### config.mk
export PLATFORM = sky130hd
export DESIGN_NAME = iaccess_exc_check
export DESIGN_NICKNAME = d
export VERILOG_FILES = /design/src/rtl/iae_pkg.sv /design/src/rtl/iae_redirect.sv /design/src/rtl/iae_prio.sv /design/src/rtl/iaccess_exc_check.sv
export SDC_FILE = /design/constraint.sdc
export NUM_CORES = 1
export LEC_CHECK = 0
export ABC_AREA = 1
export BUFFER_PORTS_ARGS = -buffer_cell sky130_fd_sc_hd__buf_2
export CORE_AREA = 2 2 39 41
export DETAILED_ROUTE_END_ITERATION = 10
export DIE_AREA = 0 0 41 43
export GPL_ROUTABILITY_DRIVEN = 0
export HOLD_SLACK_MARGIN = 0.05
export PLACE_DENSITY = 0.47
export RECOVER_POWER = 50
export SYNTH_ARGS = -nofsm -noshare
export SYNTH_HDL_FRONTEND = slang
export SYNTH_SLANG_ARGS = --single-unit
### constraint.sdc
create_clock -name clk -period 0.8 [get_ports clk]
set_clock_uncertainty 0.15 [all_clocks]
set_input_delay 0.04 -clock clk [delete_from_list [all_inputs] [get_ports clk]]
set_output_delay 0.04 -clock clk [all_outputs]
set_load 0.02 [all_outputs]
### src/rtl/iae_pkg.sv
package iae_pkg;

    localparam int KIND_W   = 3;
    localparam int N_ATTR   = 8;
    localparam int N_STATUS = 5;

    typedef enum logic [KIND_W-1:0] {
        K_NONE      = 3'd0,
        K_ILLEGAL   = 3'd1,
        K_FP_DIS    = 3'd2,
        K_MED_DIS   = 3'd3,
        K_PRIV      = 3'd4,
        K_FP_SEQ    = 3'd5,
        K_FP_UNIMPL = 3'd6,
        K_MED_NOTE  = 3'd7
    } exc_kind_e;

    typedef struct packed {
        logic cv;
        logic nonexc;
        logic cond;
        logic flt;
        logic med;
        logic fpreg;
        logic priv;
        logic mtrap;
    } insn_attr_t;

    typedef struct packed {
        logic ne_on;
        logic cond_on;
        logic fp_on;
        logic med_on;
        logic super_m;
    } mode_bits_t;

    typedef enum logic {
        S_IDLE = 1'b0,
        S_SHOW = 1'b1
    } phase_e;

    function automatic logic kind_traps(exc_kind_e k);
        return (k != K_NONE) && (k != K_MED_NOTE);
    endfunction

endpackage

### src/rtl/iae_redirect.sv
module iae_redirect
    import iae_pkg::*;
#(
    parameter bit HAS_FP_EXC = 1'b1
) (
    input  logic      flt,
    input  logic      med,
    output exc_kind_e kind_violation,
    output exc_kind_e kind_unimpl
);

    generate
        if (HAS_FP_EXC) begin : g_full
            always_comb begin
                kind_violation = (flt || med) ? K_FP_SEQ : K_ILLEGAL;
                if (flt)
                    kind_unimpl = K_FP_UNIMPL;
                else if (med)
                    kind_unimpl = K_MED_NOTE;
                else
                    kind_unimpl = K_ILLEGAL;
            end
        end else begin : g_reduced
            always_comb begin
                kind_violation = K_ILLEGAL;
                kind_unimpl    = K_ILLEGAL;
            end
        end
    endgenerate

endmodule

### src/rtl/iae_prio.sv
module iae_prio
    import iae_pkg::*;
(
    input  insn_attr_t attr,
    input  mode_bits_t mode,
    input  exc_kind_e  kind_violation,
    input  exc_kind_e  kind_unimpl,
    output exc_kind_e  kind
);

    logic hit_cv, hit_ne, hit_cond, hit_fp, hit_med, hit_priv;

    always_comb begin
        hit_cv   = attr.cv;
        hit_ne   = attr.nonexc && !mode.ne_on;
        hit_cond = attr.cond && !mode.cond_on;
        hit_fp   = !mode.fp_on;
        hit_med  = !mode.med_on;
        hit_priv = attr.priv && !mode.super_m;
    end

    // first matching stage decides; FP and media stages may decide "none"
    always_comb begin
        if (hit_cv)
            kind = kind_violation;
        else if (hit_ne || hit_cond)
            kind = kind_unimpl;
        else if (hit_fp)
            kind = (attr.flt || (attr.fpreg && !mode.med_on)) ? K_FP_DIS : K_NONE;
        else if (hit_med)
            kind = (attr.med || attr.mtrap) ? K_MED_DIS : K_NONE;
        else if (hit_priv)
            kind = K_PRIV;
        else
            kind = K_NONE;
    end

endmodule

### src/rtl/iaccess_exc_check.sv
module iaccess_exc_check
    import iae_pkg::*;
#(
    parameter bit HAS_FP_EXC = 1'b1
) (
    input  logic        clk,
    input  logic        rst_n,
    input  logic        in_valid,
    input  logic        a_cv,
    input  logic        a_nonexc,
    input  logic        a_cond,
    input  logic        a_float,
    input  logic        a_media,
    input  logic        a_fpreg,
    input  logic        a_priv,
    input  logic        a_mtrap,
    input  logic        s_ne_on,
    input  logic        s_cond_on,
    input  logic        s_fp_on,
    input  logic        s_media_on,
    input  logic        s_super,
    output logic        out_valid,
    output logic        trap,
    output logic [2:0]  kind
);

    insn_attr_t attr;
    mode_bits_t mode;
    exc_kind_e  k_viol, k_unimpl, k_next, k_q;
    phase_e     state_q, state_d;

    always_comb begin
        attr = '{cv: a_cv, nonexc: a_nonexc, cond: a_cond, flt: a_float,
                 med: a_media, fpreg: a_fpreg, priv: a_priv, mtrap: a_mtrap};
        mode = '{ne_on: s_ne_on, cond_on: s_cond_on, fp_on: s_fp_on,
                 med_on: s_media_on, super_m: s_super};
    end

    iae_redirect #(.HAS_FP_EXC(HAS_FP_EXC)) u_redirect (
        .flt            (a_float),
        .med            (a_media),
        .kind_violation (k_viol),
        .kind_unimpl    (k_unimpl)
    );

    iae_prio u_prio (
        .attr           (attr),
        .mode           (mode),
        .kind_violation (k_viol),
        .kind_unimpl    (k_unimpl),
        .kind           (k_next)
    );

    // next-state logic
    always_comb begin
        state_d = state_q;
        unique case (state_q)
            S_IDLE: state_d = in_valid ? S_SHOW : S_IDLE;
            S_SHOW: state_d = in_valid ? S_SHOW : S_IDLE;
            default: state_d = S_IDLE;
        endcase
    end

    // state and result registers
    always_ff @(posedge clk or negedge rst_n) begin
        if (!rst_n) begin
            state_q <= S_IDLE;
            k_q     <= K_NONE;
        end else begin
            state_q <= state_d;
            k_q     <= in_valid ? k_next : K_NONE;
        end
    end

    // outputs
    always_comb begin
        out_valid = 1'b0;
        trap      = 1'b0;
        kind      = K_NONE;
        unique case (state_q)
            S_IDLE: ;
            S_SHOW: begin
                out_valid = 1'b1;
                kind      = k_q;
                trap      = kind_traps(k_q);
            end
            default: ;
        endcase
    end

    p_latency_r2: assert property (@(posedge clk) disable iff (!rst_n)
        in_valid |=> out_valid);

    p_quiet_r2: assert property (@(posedge clk) disable iff (!rst_n)
        !in_valid |=> (!out_valid && !trap && kind == 3'd0));

    p_violation_traps_r4: assert property (@(posedge clk) disable iff (!rst_n)
        (in_valid && a_cv) |=> (trap && (kind == 3'd1 || kind == 3'd5)));

    p_fp_off_stops_r7: assert property (@(posedge clk) disable iff (!rst_n)
        (in_valid && !s_fp_on) |=> (kind != 3'd3 && kind != 3'd4));

    p_super_no_priv_r9: assert property (@(posedge clk) disable iff (!rst_n)
        (in_valid && s_super) |=> (kind != 3'd4));

    generate
        if (!HAS_FP_EXC) begin : g_reduced_chk
            p_reduced_r11: assert property (@(posedge clk) disable iff (!rst_n)
                in_valid |=> (kind <= 3'd4));
        end
    endgenerate

endmodule

**Yosys cells after proc, flatten, opt, wreduce, memory -nomap -nowiden**

Cells that the tools add are included.

- Bits in read-only memories: 0
- Register bits: 4
- Memories kept: 0
- Input bits: 16
- Output and inout port bits: 5
- Memory bits (writable): 0
- Logic and storage cells: 32
- Bits in latches: 0

- Divide/modulo/power cells: 0
- Multiplexer cells: 15
- Shift-type cells: 0
- Multiply operators: 0
- Equal/unequal tests: 1
- Magnitude comparators: 0
- Reduce and logical (&&, ||, !) cells: 14
- Add/subtract/negate cells: 0
- Bitwise operators: 0

Operator list:

| kind | count |
|---|---|
| two-way mux 3 bit | 10 |
| logical AND 1 bit | 5 |
| logical NOT 1 bit | 4 |
| logical OR 1 bit | 4 |
| two-way mux 2 bit | 2 |
| two-way mux 1 bit | 3 |
| inequality test 3 bit, second input constant | 1 |
| nonzero test 3 bit | 1 |

**Logic depth before layout (Yosys ltp)**

Gate-level depths: netlist of run 1.

- Depth in word-level cells: 8
- Gate-level depth with buffers: 8
- Depth with buffers taken out: 8

**Cells and area by module**

Synthesis of run 1 repeated with hierarchy kept, for this count alone.

- Cell total of the unflattened synthesis: 64
- Area, all modules: 376.6 um^2

Modules (own cells, without submodules):

| module | area an instance (um^2) | sequential area each (um^2) | cells an instance | times used |
|---|---|---|---|---|
| iaccess_exc_check | 178.9 | 100.1 | 25 | 1 |
| iae_prio | 146.4 | 0.0 | 30 | 1 |
| iae_redirect | 51.3 | 0.0 | 9 | 1 |

**Worst setup path before layout of run 1**

OpenSTA, ideal clock, no wires.

- Kind: flip-flop to output port
- Start: register state_q
- End: output port trap
- Path buffers: 0
- Stages on the path, launching flop included: 5
- Data required time: 610 ps
- Slack: -637 ps
- Arrival time: 1247 ps
- Cell sequence: dfrtp_1 -> nand2_1 -> inv_1 -> nor2_1 -> o21ai_0

- Longest elaborated chain between the ends: 1

RTL lines:

| what | line | RTL |
|---|---|---|
| start: declaration | iaccess_exc_check.sv:30 | `phase_e state_q, state_d;` |
| start signal: assignment | iaccess_exc_check.sv:70 | `state_q <= state_d;` |
| two-way mux 1 bit | iaccess_exc_check.sv:80 | `unique case (state_q)` |
| end: declaration | iaccess_exc_check.sv:23 | `output logic trap,` |

Every way passes these cells.

**Worst setup path in the final report of run 1**

Same ends and word-level chain as after synthesis.

==> out/qor.csv, run 1 <==
metric,value,unit
fill_cells,153,
first_pass_iters,4,
cts_tree,yes,
synth_cell_types,10,
yosys.area_share.simple,0.465,
layout.nets,90,
pin_count,21,
yosysTopAreaCell,dfrtp_1,
die_x,41,um
post-route-util,0.348,
critPathKind,flip-flop to primary output,
yosys-top-cells-area,"dfrtp_1 35%, nand2_1 20%, inv_1 13%, nor2_1 11%, nand2_2 6.6%",
crit_path_start_kind,flip-flop,
powerDensity,1400,mW/mm^2
hold_ws,-61.5,ps
ant_nets,0,
drc_errors,0,
routed_wl,581,um
syn-cell-area,283,um^2
cp.required,610,ps
core_area,0.00138,mm^2
finalCritPeriodShare,1.56,
pre_cts_ws,-229,ps
synth_top_area_share,0.354,
max-clock-path-buffers,2,
min_path_type,primary input to flip-flop,
synth_top_family_by_area,simple AND/OR/NAND/NOR gates,
rsz0062_at_grt,yes,
vias_per_cell,3.71,
yosysSeqAreaShare,0.354,
grt_use_total,0.0785,
setup_ws,-446,ps
worstPathArrival,1060,ps
cts_made_buffers,3,
grt_pass1_wl,931,um
syn_to_final_growth,70.4,%
syn-num-nets,63,
die_h,43,um
start_util,0.204,
synth_xor_area_frac,0,
finalSetupViolations,8,
internal_power,493,uW
syn_avg_cell_area,6.02,um^2
syn_inst,47,
p_comb_frac,0.270,
grt_antenna_before_repair,0,
p_leak,0.290,nW
wl_per_cell,6.53,um
cts.sinks,4,
dr.first_iter.drc_count,6,
switching_share,0.271,
antenna_cells,0,
grt_pass1_vias,286,
seq_power_share,0.337,
slew_violations,0,
place_hpwl,499,um
htreeDepth,1,
placed_cell_area,410,um^2
grt_max_degree,5,
outcome,"complete, but fails checks",
synth_fa_ha_area_frac,0,
finalCriticalPeriod,1250,ps
root_buffer,clkbuf_4,
synth_compound_area_frac,0.0354,
clock.fmax,0.803,GHz
switchingPower,184,uW
num_rows,14,
end_kind,primary output,
die-area,0.00176,mm^2
worstMarginPinSlew,206,ps
synthMuxAreaShare,0,
cp_max_fo,4,
final_area,482,um^2
yosysWarnings,0,
vias,330,
cts.reportedPaths.clkPinSlew,40,ps
violations,"negative hold slack, negative setup slack",
drive_gt1_frac,0.479,
slew_headroom,0.863,
io_buffers,20,
pwr-share-clk,0.393,
power,676,uW
hold_viol_final,3,
vdd_drop_max,0.370,mV
synth_seq_cells,4,
overflow,0,
drv_cap,0,
==> logic make-up (layout without fill, tap and decap cells) <==
logic type,after synthesis,count (layout)
AOI/OAI and AO/OA,2,2
buffers and inverters,11,37
DFF,4,4
and+or+nand+nor,30,30
==> what timing repair did <==
action                                  in CTS  in global routing
setup buffers                                0                  0
pin swaps                                    3                  1
endpoints found under the setup margin       5                  8
hold buffers                                 2                  1
gates cloned                                 0                  0
gates resized for setup                      6                  3
hold endpoints to repair                     8                  8
==> worst max-delay path: stages, from the launching register on <==
cell	delay [ps]
dfrtp_2	420
nand2_2	70
inv_2	40
nor2_2	110
o21ai_2	60
buf_6	120
==> power by group through the flow <==
stage / Sequential [mW] / Combinational (mW) / Clock, mW
3_3_place_gp: 0.229 / 0.161 / 0
6_report: 0.228 / 0.183 / 0.266
4_1_cts: 0.226 / 0.181 / 0.283
3_5_place_dp: 0.228 / 0.161 / 0
5_1_grt: 0.229 / 0.207 / 0.309
2_1_floorplan: 0.230 / 0.0913 / 0
==> layer usage <==
metal / track usage / up-vias / part of all wire
met4: 0.0800 / 0 / 0
met1: 0.0844 / 128 / 0.39
met3: 0.0157 / 0 / 0.083
met5: 0 / - / 0
met2: 0.116 / 15 / 0.52
li1: - / 187 / -
==> path summary, 6_finish.rpt <==
| path | start | endpoint | slack (ps) | cells after the start |
|---|---|---|---|---|
| worst max-delay path | state_q$_DFF_PN0_ | trap | -450 | 5 |
| worst min-delay path | s_fp_on | k_q[1]$_DFF_PN0_ | -60 | 4 |
| max in group asynchronous | rst_n | state_q$_DFF_PN0_ | 300 | 2 |
| min in group asynchronous | rst_n | k_q[1]$_DFF_PN0_ | 10 | 2 |
==> cell usage after synthesis <==
| master | n |
|---|---|
| inv_1 | 10 |
| inv_2 | 1 |
| nand2_1 | 15 |
| nand2_4 | 1 |
| a21oi_1 | 1 |
| dfrtp_1 | 4 |
| nand2_2 | 3 |
| o21ai_0 | 1 |
| nand3_1 | 3 |
| nor2_1 | 8 |
==> flip-flops by register name, summed over array words and instances, names as in the netlist <==
signal,flops
state_q,1
k_q,3
==> area by class of cell <==
cell class / count / area [um^2] / share of cell area
Timing Repair Buffer: 22 / 140 / 0.291
Clock buffer: 4 / 26.3 / 0.0545
Sequential cell: 4 / 101 / 0.210
Multi-Input combinational cell: 32 / 153 / 0.317
Inverter: 11 / 41.3 / 0.0857
Tap cell: 16 / 20.0 / 0.0416
==> layout by cell type, fill, tap and decap left out, drive strengths merged <==
cell type,Yosys,final
dfrtp,4,4
buf,0,19
nor2,8,8
nand3,3,3
nand2,19,19
o21ai,1,1
inv,11,11
dlygate4sd3,0,2
a21oi,1,1
clkbuf,0,5
==> per-stage QoR <==
stage,cells,TNS [ps]
after global routing,89,-2150
after detailed placement,83,-438
final,89,-1790
after CTS,89,-1830
after global placement,83,-378
after floorplan,47,-294
Note: power is estimated with default switching activity, not from simulation.
==> run 2, diff against run 1 <==
- ABC_AREA: 1 -> not set
- PLACE_DENSITY: 0.47 -> 0.45
==> run 2 against run 1 <==
The run still ends with negative hold slack, negative setup slack left. First-iteration DRC count fell by 83%. Via count rose by 7.9%. Fmax fell by 14%. Global-route usage rose by 3.1 points. Worst hold slack got worse by 69 ps. Combinational power rose by 37%. Total power rose by 11%. Non-clock buffer count rose by 9. Final cell count fell by 10%. Synthesized cell count fell by 38%. Flip-flop and latch count did not move. Sequential power barely moved.
==> out/qor.csv, run 2 <==
metric,value,unit
hp-start,a_cv,
synth_edf_count,0,
powerDensity,1270,mW/mm^2
synth_top_area_share,0.386,
worstPathArrival,1260,ps
yosysTopAreaCell,dfrtp_1,
finalSetupViolations,8,
cp_num_buf_inv,1,
num_rows,14,
syn_to_final_growth,129,%
vdd_drop_max,0.361,mV
pwr-share-clk,0.366,
die_h,43,um
grt_pass1_vias,371,
grt_use_total,0.110,
cts.sinks,4,
path_cells,or3_1 > and3_4 > buf_6,
synth_most_common_cell,dfrtp_1,
mostFrequentLayoutCells,"12 x buf_2, 8 x buf_4, 7 x buf_6",
overflow,0,
slew_headroom,0.751,
finalSetupTns,-2590,ps
synth_common_cells,"4 x dfrtp_1, 3 x and2_1, 3 x inv_1, 3 x nand2b_1",
vias,356,
finalCritPeriodShare,1.81,
worstMarginPinSlew,370,ps
end_kind,primary output,
outcome,"complete, but fails checks",
setup_ws,-650,ps
cp_max_fo,2,
finalCriticalPeriod,1450,ps
syn_inst,29,
min_path_type,primary input to flip-flop,
pin_count,21,
layout.nets,81,
start_util,0.187,
syn-cell-area,259,um^2
yosysWarnings,0,
final_area,593,um^2
root_buffer,clkbuf_4,
synth_seq_cells,4,
hold_path_end,k_q[1]$_DFF_PN0_,
largest_register_ffs,3,
rsz0062_at_grt,yes,
clock.fmax,0.690,GHz
io_buffers,20,
grt_max_degree,6,
switching_share,0.261,
vias_per_cell,4.45,
routed_wl,762,um
pre_cts_ws,-434,ps
htreeDepth,1,
dr.first_iter.drc_count,1,
drv_cap,0,
cp.depth,3,
cpPeakStageDelay,370,ps
cts.reportedPaths.clkPinSlew,40,ps
cts_made_buffers,3,
largest_register,k_q,
async_flop_share,1.00,
switchingPower,196,uW
grt_pass1_wl,1260,um
reg.largest.list,"k_q: 3 flops, state_q: 1 flops",
core_area,0.00138,mm^2
ant_nets,0,
cp.required,610,ps
yosys-top-cells-area,"dfrtp_1 39%, and2_1 7.2%, nand2b_1 7.2%, a2111oi_2 5.8%, a211oi_1 5.8%",
placed_cell_area,459,um^2
violations,"negative hold slack, negative setup slack",
hold_viol_final,3,
cp_slowest_cell,or3_1,
synth_cell_types,16,
p_leak,0.285,nW
seq_power_share,0.300,
syn-num-nets,45,
layout_commonest_cell,buf_2,
hold_ws,-130,ps
critPathKind,flip-flop to primary output,
ys.flop_type,dfrtp_1,
yosysSeqAreaShare,0.386,
wl_per_cell,9.53,um
internal_power,557,uW
critical-path-top-delay-family,simple AND/OR/NAND/NOR gates,
cts_tree,yes,
crit_path_start_kind,flip-flop,
die-area,0.00176,mm^2
p_comb_frac,0.334,
drive_gt1_frac,0.641,
slew_violations,0,
drc_errors,0,
grt_antenna_before_repair,0,
die_x,41,um
antenna_cells,0,
max-clock-path-buffers,2,
syn_avg_cell_area,8.93,um^2
first_pass_iters,4,
hold_depth,2,
-- run 2: through the flow --
step	utilization	instances	total power [mW]
2_1_floorplan	-	29	0.313
3_3_place_gp	0.332	73	0.416
3_5_place_dp	0.332	73	0.415
4_1_cts	0.414	80	0.755
5_1_grt	0.429	80	0.818
6_report	0.429	80	0.753
-- run 2: kinds of logic after synthesis --
logic type / after synthesis / share of synthesized area
simple gates: 14 / 0.319
compound gates: 7 / 0.213
flops: 4 / 0.386
buf+inv: 3 / 0.0435
mux: 1 / 0.0386
-- run 2: final cells by class --
type                    count  area [um^2]
clock buffers               4         26.3
fillers                   146          791
inverters                   3         11.3
multi-input cells          22          196
flip-flops and latches      4          101
well taps                  16         20.0
repair buffers             31          238
-- run 2: worst max path at each step --
stage | start | to | slack [ps]
floorplan | k_q[0]$_DFF_PN0_ | trap | -310
global placement | k_q[0]$_DFF_PN0_ | trap | -430
detailed placement | k_q[0]$_DFF_PN0_ | trap | -430
CTS | k_q[0]$_DFF_PN0_ | trap | -640
global route | k_q[0]$_DFF_PN0_ | trap | -690
finish | k_q[0]$_DFF_PN0_ | trap | -650
-- run 2: power groups by stage --
stage	Combinational, mW	Clock (mW)	Sequential, mW
after floorplan	0.0819	0	0.231
after global placement	0.188	0	0.228
after detailed placement	0.188	0	0.228
after CTS	0.239	0.290	0.226
after global routing	0.273	0.317	0.227
final	0.251	0.275	0.226
-- run 2: timing repair --
action                                  4_1_cts  5_1_grt
endpoints found under the setup margin        6        8
pin swaps                                     3        0
hold endpoints to repair                      8        8
resized for setup                            16        3
hold buffers                                  2        1
buffers inserted                              1        0
-- run 2: layer usage --
metal	up-vias	routed length, um	global-route usage
li1	177	-	-
met1	150	260	0.0912
met2	25	382	0.188
met3	4	90	0.0157
met4	0	29	0.120
met5	-	0	0
==> run 3, diff against run 2 <==
- GPL_TIMING_DRIVEN: not set -> 0
- SLEW_MARGIN: not set -> 20
==> run 3 against run 2 <==
The run still ends with negative hold slack, negative setup slack left. Fmax is 0.29% higher. Combinational power is 10% lower. Critical endpoint unchanged. Via count is 7.9% lower. Sequential power hardly changed. Setup slack better by 4.2 ps. Worst hold slack better by 1.9 ps. Core utilization is 3.7 points lower. Clock-buffer cell count stayed put. Wire length is 2.2% lower. Final cell count is 8.8% lower. Highest routed layer unchanged. Non-clock buffer count is 7 lower.
==> out/qor.csv, run 3 (synthesized netlist as in run 2, its figures left out) <==
metric,value,unit
die_h,43,um
drc_errors,0,
cts_made_buffers,3,
die_x,41,um
hold_ws,-128,ps
cts.sinks,4,
drive_gt1_frac,0.632,
end_kind,primary output,
layout.nets,74,
antenna_cells,0,
reg.largest.list,"k_q: 3 flops, state_q: 1 flops",
violations,"negative hold slack, negative setup slack",
wl_per_cell,10.2,um
vias_per_cell,4.49,
htreeDepth,1,
slew_violations,0,
min_path_type,primary input to flip-flop,
layout_commonest_cell,buf_2,
vias,328,
drv_cap,0,
p_leak,0.251,nW
path_cells,or3_1 > and3_4 > buf_6,
critPathKind,flip-flop to primary output,
rsz0062_at_grt,yes,
cp_slowest_cell,dfrtp_1,
worstPathArrival,1260,ps
grt_pass1_vias,314,
slew_headroom,0.733,
outcome,"complete, but fails checks",
dr.first_iter.drc_count,4,
pin_count,21,
syn_to_final_growth,109,%
die-area,0.00176,mm^2
finalCritPeriodShare,1.81,
hold_viol_final,3,
cp.required,610,ps
core_area,0.00138,mm^2
finalSetupViolations,8,
grt_max_degree,6,
grt_use_total,0.104,
place_hpwl,543,um
worstMarginPinSlew,396,ps
grt_pass1_wl,1150,um
setup_ws,-646,ps
grt_antenna_before_repair,0,
ant_nets,0,
critical-path-top-delay-family,simple AND/OR/NAND/NOR gates,
io_buffers,20,
start_util,0.187,
cp_max_fo,3,
powerDensity,1340,mW/mm^2
finalCriticalPeriod,1450,ps
first_pass_iters,2,
clock.fmax,0.692,GHz
num_rows,14,
hp-start,a_cv,
root_buffer,clkbuf_4,
routed_wl,745,um
cpPeakStageDelay,380,ps
largest_register_ffs,3,
cts.reportedPaths.clkPinSlew,30,ps
cp_num_buf_inv,1,
overflow,0,
mostFrequentLayoutCells,"12 x buf_2, 6 x buf_6, 3 x and2_4, 3 x clkbuf_4, 3 x dfrtp_1",
crit_path_start,k_q[1]$_DFF_PN0_,
power,727,uW
vdd_drop_max,0.363,mV
largest_register,k_q,
cts_tree,yes,
max-clock-path-buffers,2,
crit_path_start_kind,flip-flop,
[run 3: metrics by stage]
step / setup slack [ps] / instances / TNS [ps] / instance area (um^2) / utilization
3_3_place_gp: -431 / 65 / -1300 / 399 / 0.288
2_1_floorplan: -307 / 29 / -548 / 279 / -
6_report: -646 / 73 / -2570 / 542 / 0.392
4_1_cts: -654 / 72 / -2550 / 505 / 0.365
5_1_grt: -680 / 73 / -2980 / 542 / 0.392
3_5_place_dp: -446 / 65 / -1340 / 399 / 0.288
[run 3: what timing repair did]
| item | 4_1_cts | 5_1_grt |
|---|---|---|
| hold buffers | 2 | 1 |
| endpoints found under the setup margin | 6 | 8 |
| resized for setup | 14 | 6 |
| endpoints found under the hold margin | 8 | 8 |
| buffers inserted | 1 | 1 |
| pin swaps | 3 | 1 |
[run 3: metal layers]
layer	routed length [um]	global-route usage
met5	0	0
met4	29	0.120
met2	371	0.166
met1	276	0.0935
met3	68	0.0157
[run 3: power by group]
group / total [mW] / leakage (nW) / internal [mW] / switching, mW
logic: 0.225 / 0.187 / 0.130 / 0.0957
clock network: 0.275 / 0.0150 / 0.187 / 0.0871
registers: 0.227 / 0.0492 / 0.218 / 0.00971
[run 3: path summary, 6_finish.rpt]
kind,to,slack [ps],cells after the start
max in group asynchronous,state_q$_DFF_PN0_,300,2
min in group asynchronous,k_q[2]$_DFF_PN0_,0,2
worst min-delay path,k_q[1]$_DFF_PN0_,-130,2
worst max-delay path,trap,-650,3
[run 3: final cells by class]
| type | instances | area (um^2) |
|---|---|---|
| clock buffers | 4 | 26.3 |
| fillers | 134 | 842 |
| inverters | 3 | 11.3 |
| multi-input cells | 22 | 201 |
| flip-flops and latches | 4 | 101 |
| well taps | 16 | 20.0 |
| repair buffers | 24 | 181 |
